<file path="config.mk">
export PLATFORM = sky130hd
export DESIGN_NAME = simd_line_array
export DESIGN_NICKNAME = d
export VERILOG_FILES = /design/src/rtl/simd_line_pkg.sv /design/src/rtl/simd_alu.sv /design/src/rtl/simd_bank.sv /design/src/rtl/simd_pe.sv /design/src/rtl/simd_line_array.sv
export SDC_FILE = /design/constraint.sdc
export NUM_CORES = 1
export LEC_CHECK = 0
export BUFFER_PORTS_ARGS = -buffer_cell sky130_fd_sc_hd__buf_2
export CORE_ASPECT_RATIO = 0.7
export CORE_MARGIN = 5
export CORE_UTILIZATION = 50
export DETAILED_ROUTE_END_ITERATION = 7
export GPL_TIMING_DRIVEN = 0
export PLACE_DENSITY = 0.64
export SYNTH_ARGS = -nofsm -noshare
export SYNTH_HDL_FRONTEND = slang
export SYNTH_SLANG_ARGS = --single-unit
</file>
<file path="constraint.sdc">
create_clock -name clk -period 14.5 [get_ports clk]
set_input_delay 0.725 -clock clk [delete_from_list [all_inputs] [get_ports clk]]
set_output_delay 0.725 -clock clk [all_outputs]
set_load 0.05 [all_outputs]
</file>
<file path="src/rtl/simd_line_pkg.sv">
package simd_line_pkg;

  typedef enum logic [2:0] {
    OP_PASS = 3'd0,
    OP_ADD  = 3'd1,
    OP_SUB  = 3'd2,
    OP_AND  = 3'd3,
    OP_OR   = 3'd4,
    OP_XOR  = 3'd5,
    OP_MAX  = 3'd6,
    OP_NOP  = 3'd7
  } alu_op_e;

endpackage

</file>
<file path="src/rtl/simd_alu.sv">
module simd_alu
  import simd_line_pkg::*;
#(
  parameter int unsigned W = 8
) (
  input  alu_op_e        op,
  input  logic [W-1:0]   a,
  input  logic [W-1:0]   b,
  output logic [W-1:0]   res
);

  always_comb begin
    unique case (op)
      OP_PASS: res = a;
      OP_ADD:  res = a + b;
      OP_SUB:  res = a - b;
      OP_AND:  res = a & b;
      OP_OR:   res = a | b;
      OP_XOR:  res = a ^ b;
      OP_MAX:  res = (a > b) ? a : b;
      default: res = '0;
    endcase
  end

endmodule

</file>
<file path="src/rtl/simd_bank.sv">
module simd_bank #(
  parameter int unsigned W    = 8,
  parameter int unsigned NREG = 4,
  parameter int unsigned IW   = 2
) (
  input  logic                      clk,
  input  logic                      rst_n,
  input  logic                      pe_we,
  input  logic [IW-1:0]             pe_idx,
  input  logic [W-1:0]              pe_data,
  input  logic                      host_we,
  input  logic [IW-1:0]             host_idx,
  input  logic [W-1:0]              host_data,
  output logic [NREG-1:0][W-1:0]    regs_o
);

  logic [NREG-1:0][W-1:0] regs_q;
  logic [NREG-1:0][W-1:0] regs_d;
  logic [NREG-1:0]        reg_en;

  // next state: host first, array result overrides on the same register
  always_comb begin
    for (int r = 0; r < NREG; r++) begin
      regs_d[r] = regs_q[r];
      reg_en[r] = 1'b0;
      if (host_we && (host_idx == IW'(r))) begin
        regs_d[r] = host_data;
        reg_en[r] = 1'b1;
      end
      if (pe_we && (pe_idx == IW'(r))) begin
        regs_d[r] = pe_data;
        reg_en[r] = 1'b1;
      end
    end
  end

  always_ff @(posedge clk or negedge rst_n) begin
    if (!rst_n) begin
      regs_q <= '0;
    end else begin
      for (int r = 0; r < NREG; r++) begin
        if (reg_en[r]) regs_q[r] <= regs_d[r];
      end
    end
  end

  assign regs_o = regs_q;


  pe_write_lands_chk: assert property (@(posedge clk) disable iff (!rst_n)
    pe_we |=> regs_q[$past(pe_idx)] == $past(pe_data));


  bank_hold_chk: assert property (@(posedge clk) disable iff (!rst_n)
    (!pe_we && !host_we) |=> $stable(regs_q));


  host_write_lands_chk: assert property (@(posedge clk) disable iff (!rst_n)
    (host_we && !(pe_we && (pe_idx == host_idx)))
      |=> regs_q[$past(host_idx)] == $past(host_data));

endmodule

</file>
<file path="src/rtl/simd_pe.sv">
module simd_pe
  import simd_line_pkg::*;
#(
  parameter int unsigned W    = 8,
  parameter int unsigned NREG = 4,
  parameter int unsigned IW   = 2
) (
  input  logic                    clk,
  input  logic                    rst_n,
  input  logic                    valid,
  input  logic                    dir,
  input  logic [IW-1:0]           src,
  input  logic [IW-1:0]           dst,
  input  alu_op_e                 op,
  input  logic [NREG-1:0][W-1:0]  west_regs,
  input  logic [NREG-1:0][W-1:0]  east_regs,
  output logic                    west_we,
  output logic [IW-1:0]           west_idx,
  output logic [W-1:0]            west_data,
  output logic                    east_we,
  output logic [IW-1:0]           east_idx,
  output logic [W-1:0]            east_data
);

  logic [W-1:0] opnd_a;
  logic [W-1:0] opnd_b;
  logic [W-1:0] alu_res;
  logic         do_write;

  // source from upstream bank, accumulator from downstream bank
  always_comb begin
    if (dir) begin
      opnd_a = east_regs[src];
      opnd_b = west_regs[dst];
    end else begin
      opnd_a = west_regs[src];
      opnd_b = east_regs[dst];
    end
  end

  simd_alu #(.W(W)) i_alu (
    .op  (op),
    .a   (opnd_a),
    .b   (opnd_b),
    .res (alu_res)
  );

  assign do_write  = valid && (op != OP_NOP);
  assign west_we   = do_write && dir;
  assign east_we   = do_write && !dir;
  assign west_idx  = dst;
  assign east_idx  = dst;
  assign west_data = alu_res;
  assign east_data = alu_res;


  max_result_chk: assert property (@(posedge clk) disable iff (!rst_n)
    (valid && op == OP_MAX) |-> (alu_res >= opnd_a && alu_res >= opnd_b));


  pass_result_chk: assert property (@(posedge clk) disable iff (!rst_n)
    (valid && op == OP_PASS) |-> ((dir ? west_data : east_data) == opnd_a));

endmodule

</file>
<file path="src/rtl/simd_line_array.sv">
module simd_line_array
  import simd_line_pkg::*;
#(
  parameter int unsigned NUM_PE  = 4,
  parameter int unsigned NUM_REG = 4,
  parameter int unsigned W       = 8,
  localparam int unsigned IW     = $clog2(NUM_REG)
) (
  input  logic          clk,
  input  logic          rst_n,
  input  logic          instr_valid,
  input  logic          instr_dir,
  input  logic [IW-1:0] instr_src,
  input  logic [IW-1:0] instr_dst,
  input  logic [2:0]    instr_op,
  input  logic          west_we,
  input  logic [IW-1:0] west_widx,
  input  logic [W-1:0]  west_wdata,
  input  logic [IW-1:0] west_ridx,
  output logic [W-1:0]  west_rdata,
  input  logic          east_we,
  input  logic [IW-1:0] east_widx,
  input  logic [W-1:0]  east_wdata,
  input  logic [IW-1:0] east_ridx,
  output logic [W-1:0]  east_rdata
);

  localparam int unsigned NUM_BANK = NUM_PE + 1;

  // reset: asserted asynchronously, released on the clock
  logic rst_meta;
  logic rst_n_int;

  always_ff @(posedge clk or negedge rst_n) begin
    if (!rst_n) begin
      rst_meta  <= 1'b0;
      rst_n_int <= 1'b0;
    end else begin
      rst_meta  <= 1'b1;
      rst_n_int <= rst_meta;
    end
  end

  alu_op_e op_e;
  assign op_e = alu_op_e'(instr_op);

  logic [NUM_REG-1:0][W-1:0] bank_regs     [0:NUM_PE];
  logic                      bank_pe_we    [0:NUM_PE];
  logic [IW-1:0]             bank_pe_idx   [0:NUM_PE];
  logic [W-1:0]              bank_pe_data  [0:NUM_PE];
  logic                      bank_host_we  [0:NUM_PE];
  logic [IW-1:0]             bank_host_idx [0:NUM_PE];
  logic [W-1:0]              bank_host_data[0:NUM_PE];

  logic          pe_west_we  [0:NUM_PE-1];
  logic [IW-1:0] pe_west_idx [0:NUM_PE-1];
  logic [W-1:0]  pe_west_data[0:NUM_PE-1];
  logic          pe_east_we  [0:NUM_PE-1];
  logic [IW-1:0] pe_east_idx [0:NUM_PE-1];
  logic [W-1:0]  pe_east_data[0:NUM_PE-1];

  for (genvar p = 0; p < NUM_PE; p++) begin : g_pe
    simd_pe #(.W(W), .NREG(NUM_REG), .IW(IW)) i_pe (
      .clk       (clk),
      .rst_n     (rst_n_int),
      .valid     (instr_valid),
      .dir       (instr_dir),
      .src       (instr_src),
      .dst       (instr_dst),
      .op        (op_e),
      .west_regs (bank_regs[p]),
      .east_regs (bank_regs[p+1]),
      .west_we   (pe_west_we[p]),
      .west_idx  (pe_west_idx[p]),
      .west_data (pe_west_data[p]),
      .east_we   (pe_east_we[p]),
      .east_idx  (pe_east_idx[p]),
      .east_data (pe_east_data[p])
    );
  end

  for (genvar b = 0; b < NUM_BANK; b++) begin : g_bank
    if (b == 0) begin : g_west_end
      assign bank_pe_we[b]     = pe_west_we[b];
      assign bank_pe_idx[b]    = pe_west_idx[b];
      assign bank_pe_data[b]   = pe_west_data[b];
      assign bank_host_we[b]   = west_we;
      assign bank_host_idx[b]  = west_widx;
      assign bank_host_data[b] = west_wdata;
    end else if (b == NUM_PE) begin : g_east_end
      assign bank_pe_we[b]     = pe_east_we[b-1];
      assign bank_pe_idx[b]    = pe_east_idx[b-1];
      assign bank_pe_data[b]   = pe_east_data[b-1];
      assign bank_host_we[b]   = east_we;
      assign bank_host_idx[b]  = east_widx;
      assign bank_host_data[b] = east_wdata;
    end else begin : g_inner
      assign bank_pe_we[b]     = pe_east_we[b-1] | pe_west_we[b];
      assign bank_pe_idx[b]    = pe_west_we[b] ? pe_west_idx[b]  : pe_east_idx[b-1];
      assign bank_pe_data[b]   = pe_west_we[b] ? pe_west_data[b] : pe_east_data[b-1];
      assign bank_host_we[b]   = 1'b0;
      assign bank_host_idx[b]  = '0;
      assign bank_host_data[b] = '0;


      single_writer_chk: assert property (@(posedge clk) disable iff (!rst_n_int)
        $onehot0({pe_east_we[b-1], pe_west_we[b]}));
    end

    simd_bank #(.W(W), .NREG(NUM_REG), .IW(IW)) i_bank (
      .clk       (clk),
      .rst_n     (rst_n_int),
      .pe_we     (bank_pe_we[b]),
      .pe_idx    (bank_pe_idx[b]),
      .pe_data   (bank_pe_data[b]),
      .host_we   (bank_host_we[b]),
      .host_idx  (bank_host_idx[b]),
      .host_data (bank_host_data[b]),
      .regs_o    (bank_regs[b])
    );
  end

  assign west_rdata = bank_regs[0][west_ridx];
  assign east_rdata = bank_regs[NUM_PE][east_ridx];


  west_end_dir_chk: assert property (@(posedge clk) disable iff (!rst_n_int)
    (instr_valid && !instr_dir) |-> !bank_pe_we[0]);


  east_end_dir_chk: assert property (@(posedge clk) disable iff (!rst_n_int)
    (instr_valid && instr_dir) |-> !bank_pe_we[NUM_PE]);

endmodule

</file>
==> flow_summary.ini, run 1 <==
[global_route]
top_usage_layer = met1
gr-total-overflow = 0
met1_usage = 0.487
grt_pass1_wl_mm = 85.3
antenna_found_initial = 0
met2_usage = 0.451
grt_max_degree = 64
grt_pass1_vias = 13300
grt_usage = 0.333
grt.met3_usage = 0.145

[sta]
slew_headroom = -0.0148
fin_tns_setup_ns = 0
rsz0062_at_grt = no
drv_slew = 9
hold_violations = 0
setup_viol = 0
min_period_over_period = 0.437
fmax_mhz = 158
worstMarginPinSlew_ns = 1.51
fin_crit_ns = 6.33
finClkSkew_ns = 0.00922

[worst_setup_path]
arrival_ns = 6.64
worstPathRequired_ns = 14.81
endpoint_kind = flop
setup.worst_path.class = in2reg
startpoint_type = input port
crit_fanout = 10

[power_and_ir_drop]
peakVddDrop_mv = 0.108
power.density_mw_per_mm2 = 222
leakage_nw = 7.32

[synthesis]
avgSynthCellArea_um2 = 10.1
synth_ff_type = dfrtp_1
yosysUniqueCellTypes = 81
ys_seq_elements = 162
syn-num-nets = 1661
postSynthCellCount = 1510
synth_edf_count = 0
ys_seq_area_frac = 0.265
async_flop_share = 1.00
synth_area_mm2 = 0.0153
yosysWarnings = 0

[placed_design]
gp_congestion = 0.981
hpwl_mm = 43.9
place_inst = 1967
numPortBuffers = 43

[routing]
ant_nets = 0
wl_per_cell_um = 28.6
drt_iter0_markers = 2016
vias = 13800
routed_wl_mm = 57.2
drt-pass1-iter-count = 6
vias_per_cell = 6.89
drc = 0

[die]
pin_count = 53
rows = 53
core_mm2 = 0.0301
die-height_um = 156
start_util = 0.508
fp.dieW_um = 219
dieArea_mm2 = 0.0342

[clocking]
cts_hold_buf = 0
cts_buffers = 17
cts_setup_buffers = 0
clockRootBuffer = clkbuf_16
cts_max_level = 4
clk_latency_ns = 0.44
cts.sinks = 162
clockBufferDepth = 2
clk_pin_slew_ns = 0.06
cts_tree = yes
cts_resized = 0

[status]
status = complete, but fails checks
violations = capacitance limit, slew limit

[finish]
multi_input_area_mm2 = 0.0104
layout-drive-gt1-share = 0.229
antenna_cells = 0
nets = 1725
stdcell_count = 1999
syn_to_final_growth_pct = 9.05
final_core_util = 0.554
fillCellCount = 2727
register_area_mm2 = 0.00406

[job]
cap_violations = 1

[min_path]
hold_class = in2async
-- cells in the final DEF, fill, tap and decap left out, types with 11 or more instances in the layout --
cell type	n
clkbuf_1	71
o221ai_1	14
nor2_1	96
mux4_2	99
and3_1	14
o21ai_0	65
mux2_2	112
a211oi_1	15
mux2i_1	106
dfrtp_1	161
clkbuf_16	17
nand2b_1	18
a221oi_1	15
ha_1	106
a221o_1	17
inv_1	84
a21oi_1	58
buf_2	72
a21o_1	15
o22ai_1	24
nand2_1	102
o31ai_1	12
nand3_1	22
buf_1	11
a22oi_1	14
nor3_1	26
-- layout make-up --
cell class / instances / share of cell area
plain buffers: 118 / 0.0308
well taps: 412 / 0.0309
inverters: 85 / 0.0191
repair buffers: 45 / 0.0158
flip-flops and latches: 162 / 0.243
clock inverters: 12 / 0.00780
clock buffers: 20 / 0.0280
multi-input cells: 1145 / 0.624
-- routing by layer --
metal | wire length [um] | share of wire
met1 | 24200 | 0.42
met2 | 23000 | 0.40
met3 | 8610 | 0.15
met4 | 1390 | 0.024
met5 | 0 | 0
-- worst paths after layout --
path | startpoint | to | slack [ns] | depth (start not counted)
worst max register to register | g_bank[1].i_bank.regs_o[29] | g_bank[2].i_bank.regs_o[20] | 9.08 | 11
worst min-delay path | rst_n | rst_n_int | 0.07 | 1
min in group clk | rst_meta | rst_n_int | 0.35 | 0
worst max-delay path | instr_dst[1] | g_bank[2].i_bank.regs_o[20] | 8.17 | 13
worst min register to register | rst_meta | rst_n_int | 0.35 | 0
max in group asynchronous | rst_n_int | g_bank[0].i_bank.regs_o[6] | 13.23 | 1
-- sequential cells by signal (all words and copies together), names as in the netlist --
name                  count
g_bank.i_bank.regs_o    160
rst_meta                  1
rst_n_int                 1
-- synth_stat cells (15+ instances only) --
cell	number	area, um2
dfrtp_1	162	4050
mux2_2	112	1260
ha_1	106	1330
mux2i_1	106	1060
nand2_1	102	383
mux4_2	99	2230
nor2_1	96	360
inv_1	84	315
clkbuf_1	71	267
o21ai_0	65	325
a21oi_1	58	290
buf_2	29	145
nor3_1	26	130
o22ai_1	24	150
nand3_1	22	110
nand2b_1	18	113
a221o_1	17	170
a211oi_1	15	113
a21o_1	15	113
a221oi_1	15	131
-- power by group --
part / switching, mW / internal (mW) / total [mW]
clock network: 0.196 / 0.268 / 0.464
logic: 1.51 / 0.932 / 2.44
registers: 0.159 / 0.628 / 0.787
-- cells by family (layout without fill, tap and decap cells) --
group | after synthesis | after routing | share of synthesized area
compound gates | 354 | 354 | 0.168
simple gates | 352 | 352 | 0.113
mux | 318 | 318 | 0.298
buf+inv | 203 | 280 | 0.0544
flops | 162 | 162 | 0.265
fa+ha+maj | 114 | 114 | 0.0972
xor+xnor | 6 | 6 | 0.00344
other cells | 1 | 1 | 0.000245
-- critical path: stages --
cell      delay [ns]
buf_2           0.27
buf_2           0.37
buf_1           0.78
mux4_2          0.52
mux2i_1         0.50
ha_1            0.35
nor4_1          0.48
o31ai_1         0.17
a32oi_2         0.41
nor2_1          0.24
a221oi_1        1.08
o22ai_1         0.35
mux2_2          0.37
-- metrics by stage --
step           cell area [um2]  hold slack (ns)  worst slack (ns)  total power [mW]
6_report                 16700           0.0656              8.17              3.69
5_1_grt                  16700           0.0613              8.13              3.89
4_1_cts                  16700           0.0598              8.51              3.58
3_5_place_dp             16100            0.339              8.06              3.11
3_3_place_gp             16000            0.334              7.54              3.05
2_1_floorplan            15300            0.331              9.65              2.39
No activity file was read; power rests on OpenSTA's default activity.
==> run 2: changes to the inputs <==
Settings changed: PLACE_DENSITY 0.64 to 0.67.
Clock period 14.5 ns to 5.22 ns, I/O delays scaled along.
==> run 2 against run 1 <==
  * The flow finishes with violations (capacitance limit, slew limit, setup timing)
  * Clock power rose to 2.6 times the previous value
  * Highest routed layer unchanged
  * Critical path depth grew 1
  * Cell count barely moved
  * Die area unchanged
  * Flip-flop and latch count is the same
  * Critical path type unchanged
  * Power rose to 2.8 times the previous value
  * Combinational power rose to 2.8 times the previous value
==> flow_summary.ini, run 2 (synthesis gave the netlist of run 1 again) <==
[status]
status = complete, but fails checks
violations = capacitance limit, slew limit, setup timing

[routing]
drt-pass1-iter-count = 8
ant_nets = 0
vias = 14100
drt_iter0_markers = 2173
vias_per_cell = 7.04
wl_per_cell_um = 28.6
routed_wl_mm = 57.3
drc = 0

[die]
fp.dieW_um = 219
pin_count = 53
rows = 53
dieArea_mm2 = 0.0342
core_mm2 = 0.0301
die-height_um = 156
start_util = 0.508

[global_route]
grt_usage = 0.329
gr-total-overflow = 0
grt_pass1_vias = 13200
grt_pass1_wl_mm = 84.5
grt_max_degree = 63
antenna_found_initial = 0

[worst_setup_path]
r2r_start = g_bank[2].i_bank.regs_o[30]
endpoint_kind = flop
crit_fanout = 10
cp_top_family = buffers and inverters
cpMostUsedCell = buf_2
cpPeakStageDelay_ns = 0.56
worstPathRequired_ns = 5.54
cp_cell_sequence = buf_2 -> buf_2 -> clkdlybuf4s15_2 -> mux4_2 -> mux2i_1 -> ha_1 -> clkbuf_1 -> or4_1 -> o32a_1 -> buf_2 -> a21o_1 -> a211oi_2 -> o22ai_1 -> mux2_2
arrival_ns = 5.54
critPathBufInv = 5
critPathSlowestCell = or4_1
startpoint = instr_dst[1]
startpoint_type = input port
setup.worst_path.class = in2reg

[min_path]
hold_class = in2async

[sta]
fin_crit_ns = 5.22
drv_slew = 9
fin_tns_setup_ns = -0.00248
min_period_over_period = 1.00
setup_viol = 1
fmax_mhz = 191
slew_headroom = -0.0395
worstMarginPinSlew_ns = 1.55
hold_violations = 0
finClkSkew_ns = 0.0114
setup_slack_ns = -0.00248

[clocking]
clk_pin_slew_ns = 0.06
cts_setup_buffers = 0
cts_buffers = 17
clk_latency_ns = 0.44
clockBufferDepth = 2
cts_max_level = 4
cts.sinks = 162
clockRootBuffer = clkbuf_16
cts_tree = yes

[finish]
layout_commonest_cell = dfrtp_1
fin_area_mm2 = 0.0168
layout_common_cells = dfrtp_1, mux2_2, ha_1
nets = 1726
syn_to_final_growth_pct = 9.55
antenna_cells = 0
layout-drive-gt1-share = 0.236
largest_register_ffs = 160
final_core_util = 0.557

[power_and_ir_drop]
peakVddDrop_mv = 0.319
leakage_nw = 7.32
power.density_mw_per_mm2 = 610
total_power_mw = 10.2

[placed_design]
placed_area_mm2 = 0.0161
numPortBuffers = 43
gp_congestion = 0.997
hpwl_mm = 43.1

[job]
cap_violations = 1
run 2: cell count changes in the layout (fill, tap and decap cells not counted), moves of 2 or more:
cell,before,now
a221oi_1,15,11
a221oi_2,0,3
mux2i_2,1,5
clkbuf_1,71,74
mux2i_1,106,102
a211oi_2,1,5
clkbuf_4,0,2
buf_1,11,9
a211oi_1,15,11
bufinv_16,2,0
run 2: area by class of cell:
class | count | area [um2]
clock inverters | 8 | 52.6
multi-input cells | 1145 | 10500
inverters | 85 | 319
clock buffers | 24 | 492
repair buffers | 46 | 280
flip-flops and latches | 162 | 4060
plain buffers | 118 | 527
well taps | 412 | 515
fillers | 2683 | 13400
run 2: layer usage:
metal,track usage,vias up,share of wire
met5,0,-,0
met4,0.0849,0,0.029
met3,0.112,155,0.14
met2,0.454,1055,0.40
met1,0.495,6995,0.43
li1,-,5865,-
run 2: metrics by stage:
step	cells	setup WS, ns	hold WS, ns
global route	2000	-0.0254	0.152
detailed placement	1967	-0.853	0.0466
finish	2000	-0.00248	0.133
CTS	2000	0.00351	0.129
global placement	1965	-1.64	0.0459
floorplan	1510	0.372	-0.0346
run 2: final timing paths:
path	to	slack (ns)	cells after the start
setup / recovery	g_bank[3].i_bank.regs_o[3]	-0.002	14
hold / removal	rst_n_int	0.13	2
setup reg to reg	g_bank[2].i_bank.regs_o[21]	0.50	12
hold reg to reg	g_bank[4].i_bank.regs_o[18]	0.34	0
max in group asynchronous	g_bank[0].i_bank.regs_o[6]	3.85	2
min in group clk	g_bank[0].i_bank.regs_o[28]	0.17	3
run 2: timing repair:
item / CTS / global route
resized for setup: 6 / 15
gates cloned: 0 / 0
hold endpoints to repair: 2 / 0
endpoints found under the setup margin: 68 / 79
hold buffers: 1 / 0
run 2: worst register-to-register path, cell delays in order (launching register included):
cell	delay (ns)
dfrtp_1	0.41
mux4_2	0.52
mux2i_1	0.59
ha_1	0.36
clkbuf_1	0.22
nor2b_1	0.22
a211oi_1	0.45
o32a_1	0.21
buf_2	0.25
mux2i_1	0.13
a211oi_2	0.66
o2bb2ai_1	0.27
mux2_2	0.33
run 2: power by group:
group,switching (mW),internal [mW]
Combinational,4.22,2.62
Clock,0.527,0.658
Sequential,0.445,1.75
Total,5.19,5.03
